**config.mk**
```make
export PLATFORM = sky130hd
export DESIGN_NAME = irq_entry_seq
export DESIGN_NICKNAME = d
export VERILOG_FILES = /design/src/rtl/irq_entry_pkg.sv /design/src/rtl/irq_arbiter.sv /design/src/rtl/vec_addr_calc.sv /design/src/rtl/irq_entry_seq.sv
export SDC_FILE = /design/constraint.sdc
export NUM_CORES = 1
export LEC_CHECK = 0
export BUFFER_PORTS_ARGS = -buffer_cell sky130_fd_sc_hd__buf_2
export CAP_MARGIN = 15
export CELL_PAD_IN_SITES_DETAIL_PLACEMENT = 1
export CELL_PAD_IN_SITES_GLOBAL_PLACEMENT = 1
export CORE_AREA = 5 5 214 216
export DETAILED_ROUTE_END_ITERATION = 10
export DIE_AREA = 0 0 219 221
export GPL_ROUTABILITY_DRIVEN = 0
export PLACE_DENSITY = 0.63
export SYNTH_ARGS = -nofsm -noshare
export SYNTH_HDL_FRONTEND = slang
export SYNTH_SLANG_ARGS = --single-unit
```
**constraint.sdc**
```tcl
create_clock -name clk -period 2.6 [get_ports clk]
set_input_delay 0.52 -clock clk [delete_from_list [all_inputs] [get_ports clk]]
set_output_delay 0.52 -clock clk [all_outputs]
set_load 0.05 [all_outputs]
```
**src/rtl/irq_entry_pkg.sv**
```systemverilog
package irq_entry_pkg;
    typedef enum logic [2:0] {
        S_IDLE, S_SWAP, S_PUSH_SW, S_PUSH_PC, S_FETCH, S_FSAVE, S_FINISH
    } seq_state_t;

    typedef enum logic [1:0] {
        K_NORM, K_FAST, K_EXC
    } entry_kind_t;

    // status word field positions decoded by neighbouring logic
    localparam int SW_LVL_LSB = 0;
    localparam int SW_IEN     = 4;
    localparam int SW_USEL    = 5;
    localparam int SW_PMODE   = 6;
endpackage

```
**src/rtl/irq_arbiter.sv**
```systemverilog
module irq_arbiter
    import irq_entry_pkg::*;
#(
    parameter int LVL_W = 4
) (
    input  logic             nirq_req,
    input  logic [LVL_W-1:0] nirq_lvl,
    input  logic             firq_req,
    input  logic             exc_req,
    input  logic             ien,
    input  logic [LVL_W-1:0] cur_lvl,
    output logic             take,
    output entry_kind_t      kind
);
    localparam logic [LVL_W-1:0] LVL_TOP = {LVL_W{1'b1}};

    logic norm_ok;
    logic fast_ok;

    always_comb begin
        norm_ok = nirq_req && ien && (cur_lvl < nirq_lvl);
        fast_ok = firq_req && ien && (cur_lvl != LVL_TOP);
        take    = exc_req || fast_ok || norm_ok;
        if (exc_req)      kind = K_EXC;
        else if (fast_ok) kind = K_FAST;
        else              kind = K_NORM;
    end
endmodule

```
**src/rtl/vec_addr_calc.sv**
```systemverilog
module vec_addr_calc
    import irq_entry_pkg::*;
#(
    parameter int              XLEN     = 32,
    parameter int              VEC_W    = 8,
    parameter logic [XLEN-1:0] EXC_BASE = 32'hFFFF_FFC0,
    localparam int             EXC_W    = VEC_W + 1
) (
    input  entry_kind_t      kind,
    input  logic [EXC_W-1:0] vec,
    input  logic [XLEN-1:0]  tbase,
    output logic [XLEN-1:0]  addr
);
    logic [XLEN-1:0] low_off;
    logic [XLEN-1:0] full_off;

    always_comb begin
        low_off  = XLEN'(vec[VEC_W-1:0]) << 2;
        full_off = XLEN'(vec) << 2;
        if (kind == K_EXC && !vec[EXC_W-1]) addr = EXC_BASE + full_off;
        else                                addr = tbase + low_off;
    end
endmodule

```
**src/rtl/irq_entry_seq.sv**
```systemverilog
module irq_entry_seq
    import irq_entry_pkg::*;
#(
    parameter int XLEN  = 32,
    parameter int VEC_W = 8,
    parameter int LVL_W = 4,
    localparam int EXC_W = VEC_W + 1
) (
    input  logic             clk,
    input  logic             rst_n,
    input  logic             nirq_req,
    input  logic [VEC_W-1:0] nirq_vec,
    input  logic [LVL_W-1:0] nirq_lvl,
    input  logic             firq_req,
    input  logic             exc_req,
    input  logic [EXC_W-1:0] exc_vec,
    input  logic [XLEN-1:0]  sw_in,
    input  logic [XLEN-1:0]  pc_in,
    input  logic [XLEN-1:0]  sp_in,
    input  logic [XLEN-1:0]  isp_in,
    input  logic [XLEN-1:0]  tbase_in,
    input  logic [XLEN-1:0]  fvec_in,
    output logic             mem_valid,
    output logic             mem_we,
    output logic [XLEN-1:0]  mem_addr,
    output logic [XLEN-1:0]  mem_wdata,
    input  logic             mem_ready,
    input  logic [XLEN-1:0]  mem_rdata,
    output logic             busy,
    output logic             usp_we,
    output logic [XLEN-1:0]  usp_out,
    output logic             sw_we,
    output logic [XLEN-1:0]  sw_out,
    output logic             bk_we,
    output logic [XLEN-1:0]  bk_sw,
    output logic [XLEN-1:0]  bk_pc,
    output logic             pc_we,
    output logic [XLEN-1:0]  pc_out,
    output logic             isp_we,
    output logic [XLEN-1:0]  isp_out,
    output logic             sp_we,
    output logic [XLEN-1:0]  sp_out,
    output logic             done,
    output logic             ack,
    output logic             ack_fast,
    output logic [VEC_W-1:0] ack_vec
);
    localparam logic [XLEN-1:0] WORD = XLEN'(4);

    seq_state_t       state, nxt;
    entry_kind_t      kind_r;
    entry_kind_t      arb_kind;
    logic             arb_take;
    logic [EXC_W-1:0] vec_r;
    logic [LVL_W-1:0] lvl_r;
    logic [XLEN-1:0]  sw_r, pc_r, sp_r, isp_r;
    logic             usel_r;
    logic [XLEN-1:0]  vaddr;

    irq_arbiter #(.LVL_W(LVL_W)) u_arb (
        .nirq_req (nirq_req),
        .nirq_lvl (nirq_lvl),
        .firq_req (firq_req),
        .exc_req  (exc_req),
        .ien      (sw_in[SW_IEN]),
        .cur_lvl  (sw_in[SW_LVL_LSB +: LVL_W]),
        .take     (arb_take),
        .kind     (arb_kind)
    );

    vec_addr_calc #(.XLEN(XLEN), .VEC_W(VEC_W)) u_vec (
        .kind  (kind_r),
        .vec   (vec_r),
        .tbase (tbase_in),
        .addr  (vaddr)
    );

    // next-state logic
    always_comb begin
        nxt = state;
        unique case (state)
            S_IDLE:    if (arb_take) nxt = S_SWAP;
            S_SWAP:    nxt = (kind_r == K_FAST) ? S_FSAVE : S_PUSH_SW;
            S_PUSH_SW: if (mem_ready) nxt = S_PUSH_PC;
            S_PUSH_PC: if (mem_ready) nxt = S_FETCH;
            S_FETCH:   if (mem_ready) nxt = S_FINISH;
            S_FSAVE:   nxt = S_FINISH;
            S_FINISH:  nxt = S_IDLE;
            default:   nxt = S_IDLE;
        endcase
    end

    // state register and captured context
    always_ff @(posedge clk or negedge rst_n) begin
        if (!rst_n) begin
            state  <= S_IDLE;
            kind_r <= K_NORM;
            vec_r  <= '0;
            lvl_r  <= '0;
            sw_r   <= '0;
            pc_r   <= '0;
            sp_r   <= '0;
            isp_r  <= '0;
            usel_r <= 1'b0;
        end else begin
            state <= nxt;
            unique case (state)
                S_IDLE: if (arb_take) begin
                    kind_r <= arb_kind;
                    vec_r  <= (arb_kind == K_EXC) ? exc_vec : {1'b0, nirq_vec};
                    lvl_r  <= nirq_lvl;
                    sw_r   <= sw_in;
                    pc_r   <= pc_in;
                    sp_r   <= sp_in;
                    usel_r <= sw_in[SW_USEL];
                    isp_r  <= sw_in[SW_USEL] ? isp_in : sp_in;
                end
                S_SWAP:    if (kind_r != K_FAST) isp_r <= isp_r - WORD;
                S_PUSH_SW: if (mem_ready) isp_r <= isp_r - WORD;
                S_PUSH_PC: ;
                S_FETCH:   if (mem_ready) pc_r <= mem_rdata;
                S_FSAVE:   pc_r <= fvec_in;
                S_FINISH:  ;
                default:   ;
            endcase
        end
    end

    // outputs
    always_comb begin
        mem_valid = 1'b0;
        mem_we    = 1'b0;
        mem_addr  = '0;
        mem_wdata = '0;
        usp_we    = 1'b0;
        usp_out   = sp_r;
        sw_we     = 1'b0;
        sw_out    = sw_r;
        bk_we     = 1'b0;
        bk_sw     = sw_r;
        bk_pc     = pc_r;
        pc_we     = 1'b0;
        pc_out    = pc_r;
        isp_we    = 1'b0;
        isp_out   = isp_r;
        sp_we     = 1'b0;
        sp_out    = isp_r;
        done      = 1'b0;
        ack       = 1'b0;
        ack_fast  = 1'b0;
        ack_vec   = '0;
        busy      = (state != S_IDLE);
        sw_out[SW_IEN]   = 1'b0;
        sw_out[SW_USEL]  = 1'b0;
        sw_out[SW_PMODE] = 1'b0;
        if (kind_r == K_NORM) sw_out[SW_LVL_LSB +: LVL_W] = lvl_r;
        unique case (state)
            S_IDLE: ;
            S_SWAP: begin
                usp_we = usel_r;
                sw_we  = 1'b1;
            end
            S_PUSH_SW: begin
                mem_valid = 1'b1;
                mem_we    = 1'b1;
                mem_addr  = isp_r;
                mem_wdata = sw_r;
            end
            S_PUSH_PC: begin
                mem_valid = 1'b1;
                mem_we    = 1'b1;
                mem_addr  = isp_r;
                mem_wdata = pc_r;
            end
            S_FETCH: begin
                mem_valid = 1'b1;
                mem_addr  = vaddr;
            end
            S_FSAVE: bk_we = 1'b1;
            S_FINISH: begin
                pc_we    = 1'b1;
                isp_we   = 1'b1;
                sp_we    = 1'b1;
                done     = 1'b1;
                ack      = (kind_r != K_EXC);
                ack_fast = (kind_r == K_FAST);
                ack_vec  = (kind_r == K_NORM) ? vec_r[VEC_W-1:0] : '0;
            end
            default: ;
        endcase
    end
endmodule

```
After elaboration in Yosys (flattened, before gate mapping)
Index checks and enable logic that the tools add are counted.

Order comparisons: 1. Reductions and logical operators: 19. Mux-type cells: 31. Add/subtract/negate cells: 3. Eq/ne operators: 17.

Operators by type and width (count): 32-bit two-way mux (7); 32-bit case mux with 3 select lines (2); 32-bit case mux with 2 select lines (2); 32-bit by 10-bit adder with 32-bit output (1); 32-bit by 3-bit subtractor with 32-bit output (second input constant) (1); 3-bit case mux with 6 select lines (1); 8-bit two-way mux (2); 3-bit two-way mux (5); 7-bit by 12-bit adder with 13-bit output (first input constant) (1); 2-bit inequality test (second input constant) (6); 3-bit == test (second input constant) (3); 1-bit two-way mux (9); 9-bit two-way mux (1); 3-bit nonzero test (3); 4-bit AND reduction (2); 3-bit by 2-bit == test with 1-bit output (second input constant) (2); 1-bit logical AND (5); 2-bit == test (second input constant) (2); 4-bit < comparator (1); 4-bit two-way mux (1); 4-bit inequality test (second input constant) (1); 3-bit by 1-bit == test with 1-bit output (second input constant) (1); 3-bit zero test (1); 3-bit AND reduction (1); 9 further kinds (10).

Input port bits: 251. Output and inout bits: 308. Flip-flop bits (word level): 147. Logic and storage cells: 80.

Depth between registers and ports, before layout
Word-level depth: 6. Gate-level depth with buffers: 10. Gate-level depth less buffers: 9.

Cells and area by module
From an unflattened synthesis, not the netlist that was laid out.

Cell total of the unflattened synthesis: 1150. Area, all modules: 10416.2 um^2.

Modules (own cells, without submodules): irq_entry_seq (area an instance 9013.6 um^2, sequential area each 3653.5 um^2, instances 1, cells an instance 943); vec_addr_calc (area an instance 1273.7 um^2, sequential area each 0.0 um^2, instances 1, cells an instance 190); irq_arbiter (area an instance 128.9 um^2, sequential area each 0.0 um^2, instances 1, cells an instance 17).

Worst setup path before layout
OpenSTA, ideal clock, no wires.

Path kind: input to output. From: in tbase_in[9]. To: out mem_addr[23]. Data arrival time: 3106 ps. Cell stages on the path: 7. Path slack: -1026 ps. Required time: 2080 ps. Buffers on the path: 0. Path through: ha_1 a21oi_1 o211ai_1 o21ai_1 nor3_1 xnor2_1 o21ai_0.

Word-level cells in the longest chain between the ends: 3.

Ends and longest elaborated chain: start: declaration (RTL line irq_entry_seq.sv:21) `input logic [XLEN-1:0] tbase_in,`; 32-bit by 10-bit adder with 32-bit output (RTL line vec_addr_calc.sv:21) `else addr = tbase + low_off;`; 32-bit two-way mux (RTL line vec_addr_calc.sv:20) `if (kind == K_EXC && !vec[EXC_W-1]) addr = EXC_BASE + full_off;`; 32-bit case mux with 2 select lines (RTL line irq_entry_seq.sv:157) `unique case (state)`; end: declaration (RTL line irq_entry_seq.sv:25) `output logic [XLEN-1:0] mem_addr,`.

Every way passes these cells.

Worst setup path in the final report
From: reg vec_r[3]. To: out mem_addr[18].

Word-level cells in the longest chain between the ends: 3. Elaborated cells on any way between the ends: 4. Classes of those cells: 2 x add/sub; 2 x mux.

Ends and longest elaborated chain: start: declaration (RTL line irq_entry_seq.sv:54) `logic [EXC_W-1:0] vec_r;`; start signal: assignment (RTL line irq_entry_seq.sv:110) `vec_r <= (arb_kind == K_EXC) ? exc_vec : {1'b0, nirq_vec};`; 32-bit by 10-bit adder with 32-bit output / 7-bit by 12-bit adder with 13-bit output (equally long branches) (RTL line vec_addr_calc.sv:21, vec_addr_calc.sv:20); 32-bit two-way mux * (RTL line vec_addr_calc.sv:20); 32-bit case mux with 2 select lines * (RTL line irq_entry_seq.sv:157).

Every way passes the cells marked *; elsewhere a longest branch is shown, timed or not.

==> impl_metrics.csv <==
group,metric,value,unit
timing,min_period,3171,ps
setup_path,worst_r2r_path_depth,6,
cts,clockRootBuffer,"clkbuf_16",
cells_and_area,drive_gt1_frac,0.5509,
yosys,ys_seq_area_frac,0.3692,
setup_path,cp-end-kind,"output port",
cts,worstSkewPairLatency,480,ps
yosys,syn_area,9896,µm²
flow_run,drv_cap,0,
worst_hold_path,min_from,"sw_in[7]",
grt,grt_start_max_net_pins,65,
detailed_routing,drtIter0Drc,317,
grt,grt_util_all_layers,0.1986,
cells_and_area,area_growth,53.21,%
detailed_routing,final_antenna_net_count,0,
die,rows,77,
status,violations,"negative setup slack",
cts,numCtsBuffers,17,
timing,tightest_slew,604.7,ps
die,coreArea,43740,µm²
cts,cts_tree,"yes",
detailed_routing,detail_route.first_pass.iterations,4,
timing,finalCritPeriodShare,1.219,
setup_path,r2r-end,"isp_out[29]",
cells_and_area,fillers,5220,
detailed_routing,drt-total-wl,50.01,mm
place,place_hpwl,40.21,mm
cts,clock_path_buffers,2,
yosys,syn_inst,1084,
setup_path,r2r_start,"isp_out[7]",
detailed_routing,drc_errors,0,
timing,tns,-10900,ps
timing,slew-limit-headroom,0.5969,
cts,cts.sinks,146,
timing,setup_slack,-570.7,ps
die,die_w,219,µm
die,fp.dieArea,48400,µm²
yosys,synth_warnings,0,
setup_path,reg2reg_slack,350,ps
yosys,ys_seq_elements,146,
cts,cts-htree-levels,4,
status,status,"complete, but fails checks",
worst_hold_path,hold_depth,2,
grt,met2_usage,0.3769,
die,initial_core_util,0.2262,
place,portBuffers,555,
grt,grt_overflow_total,0,
grt,use_met1,0.2052,
yosys,syn_area_per_cell,9.129,µm²
timing,clock_skew,20.30,ps
detailed_routing,viasPerCell,4.729,
yosys,synth_cell_type_count,68,
timing,hold_violations,0,
worst_hold_path,whs_endpoint,"bk_sw[7]",
yosys,synthFlopType,"dfrtp_1",
yosys,synth_edf_count,0,
cells_and_area,nets,1863,
worst_hold_path,min_path_type,"in2reg",
die,num_io_pins,559,
setup_path,path_max_fanout,8,
cts,clkTransAtPathRegs,70,ps
grt,grt_pass1_vias,11390,
setup_path,path_class,"reg2out",
timing,hold_slack,270.8,ps
grt,grt.met3_usage,0.05153,
timing,setup_viol,26,
die,die-height,221,µm
grt,grt_pass1_wl,71.91,mm
setup_path,crit_required,2080,ps
timing,maxSlewViolCount,0,
detailed_routing,routedWlPerCell,22.68,µm
setup_path,critPathLaunchType,"register",
grt,top_usage_layer,"met2",
timing,fmax,0.3154,GHz
setup_path,arrival,2650,ps
detailed_routing,num_vias,10430,
grt,antenna_found_initial,4,
yosys,async_reset_ff_frac,1.000,
timing,rsz0062_at_grt,"true",
[metal layers]
| layer | wire length (µm) | part of all wire | vias up |
|---|---|---|---|
| met5 | 13 | 0.00026 | - |
| met4 | 1818 | 0.036 | 2 |
| met3 | 3421 | 0.068 | 77 |
| met2 | 27110 | 0.54 | 413 |
| met1 | 17640 | 0.35 | 5109 |
| li1 | - | - | 4827 |
[kinds of logic after synthesis]
logic type	after synthesis	share of synthesized area
and+or+nand+nor	257	0.1314
muxes	143	0.1545
AOI/OAI and AO/OA	301	0.1849
DFF	146	0.3692
xor gates and xnor gates	31	0.02744
buffers and inverters	191	0.1138
adders and majority gates	14	0.01846
other	1	0.0003790
[worst max-delay path by stage]
stage,start,endpoint,slack (ps),depth (start not counted)
after global placement,tbase_in[2],mem_addr[14],-370,11
after CTS,vec_r[7],mem_addr[31],-570,9
after detailed placement,tbase_in[6],mem_addr[31],-420,10
after floorplan,state[2],ack_vec[1],-290,3
after global routing,vec_r[3],mem_addr[18],-680,10
final,vec_r[3],mem_addr[18],-570,10
[state kept, by name (all words and copies together) (netlist names)]
signal / count
bk_pc: 32
bk_sw: 32
isp_out: 32
kind_r: 2
lvl_r: 4
state: 3
usp_out: 32
vec_r: 9
[layout by cell type, fill, tap and decap left out, drive strengths merged, types with 3 or more instances in the layout]
cell    instances
a211oi          5
a21o            4
a21oi          99
a22o           46
a22oi           3
a31oi          10
and2            8
and3            4
buf           649
bufinv          3
clkbuf         27
clkinv          3
conb            3
dfrtp         146
diode           3
ha             13
inv            32
mux2           78
mux2i          65
nand2          75
nand2b          7
nand3          10
nand4          11
nor2           86
nor2b           6
nor3           20
nor4           13
o211ai          4
o21ai         100
o22ai           8
o31ai           3
o32ai           3
or2             3
or4             6
xnor2          22
xor2            9
[cells in the mapped netlist (5+ instances only)]
cell type	instances	area share
a21oi_1	99	0.050
buf_1	5	0.0019
nand3_1	10	0.0051
nor2_1	82	0.031
ha_1	13	0.016
a211oi_1	5	0.0038
a31oi_1	9	0.0057
a22o_1	45	0.040
mux2i_1	65	0.066
o22ai_1	8	0.0051
buf_2	15	0.0076
nor4_1	11	0.0070
and2_1	8	0.0051
inv_1	26	0.0099
nand2_1	75	0.028
nand2b_1	7	0.0044
buf_4	97	0.074
o21ai_0	97	0.049
dfrtp_1	146	0.37
mux2_2	78	0.089
clkbuf_1	44	0.017
nor2b_1	6	0.0038
nor3_1	20	0.010
xor2_1	9	0.0080
nand4_1	9	0.0057
xnor2_1	22	0.019
[per-stage QoR]
stage          instances  instance area, µm²  worst slack (ps)  utilization
6_report            2205               15160            -570.7       0.3466
5_1_grt             2204               15160            -681.1       0.3466
4_1_cts             2198               14920            -569.6       0.3411
3_5_place_dp        2161               13820            -419.3       0.3160
3_3_place_gp        2161               13820            -366.3       0.3160
2_1_floorplan       1086               10320            -285.1            -
[layout make-up]
cell class,count,area [µm²],share of cell area
antenna,3,7.507,0.0004952
clock buffer,19,452.9,0.02988
clock inverter,12,170.2,0.01122
inverter,26,97.59,0.006437
multi-input combinational,749,5923,0.3907
sequential,146,3656,0.2411
tap,592,740.7,0.04886
timing repair buffer,658,4113,0.2713
[what timing repair did]
action                                 CTS  global route
setup buffers                            4             6
setup endpoints to repair               70            77
endpoints found under the hold margin   38             0
pin swaps                               35            27
cloned                                   1             0
gates resized for setup                103            52
hold buffers                             1             0
[worst max-delay path, stage by stage (launching register included)]
cell and delay [ps]:
dfrtp_1 410, ha_4 230, buf_6 110, o211ai_1 270
a21oi_4 80, o21ai_4 390, buf_4 200, nor2_4 30
xnor2_2 140, o21ai_4 140, buf_6 170
Power is left out: the tool's default activity adds up to more than one toggle a clock period on the data nets, which glitch-free logic cannot reach.
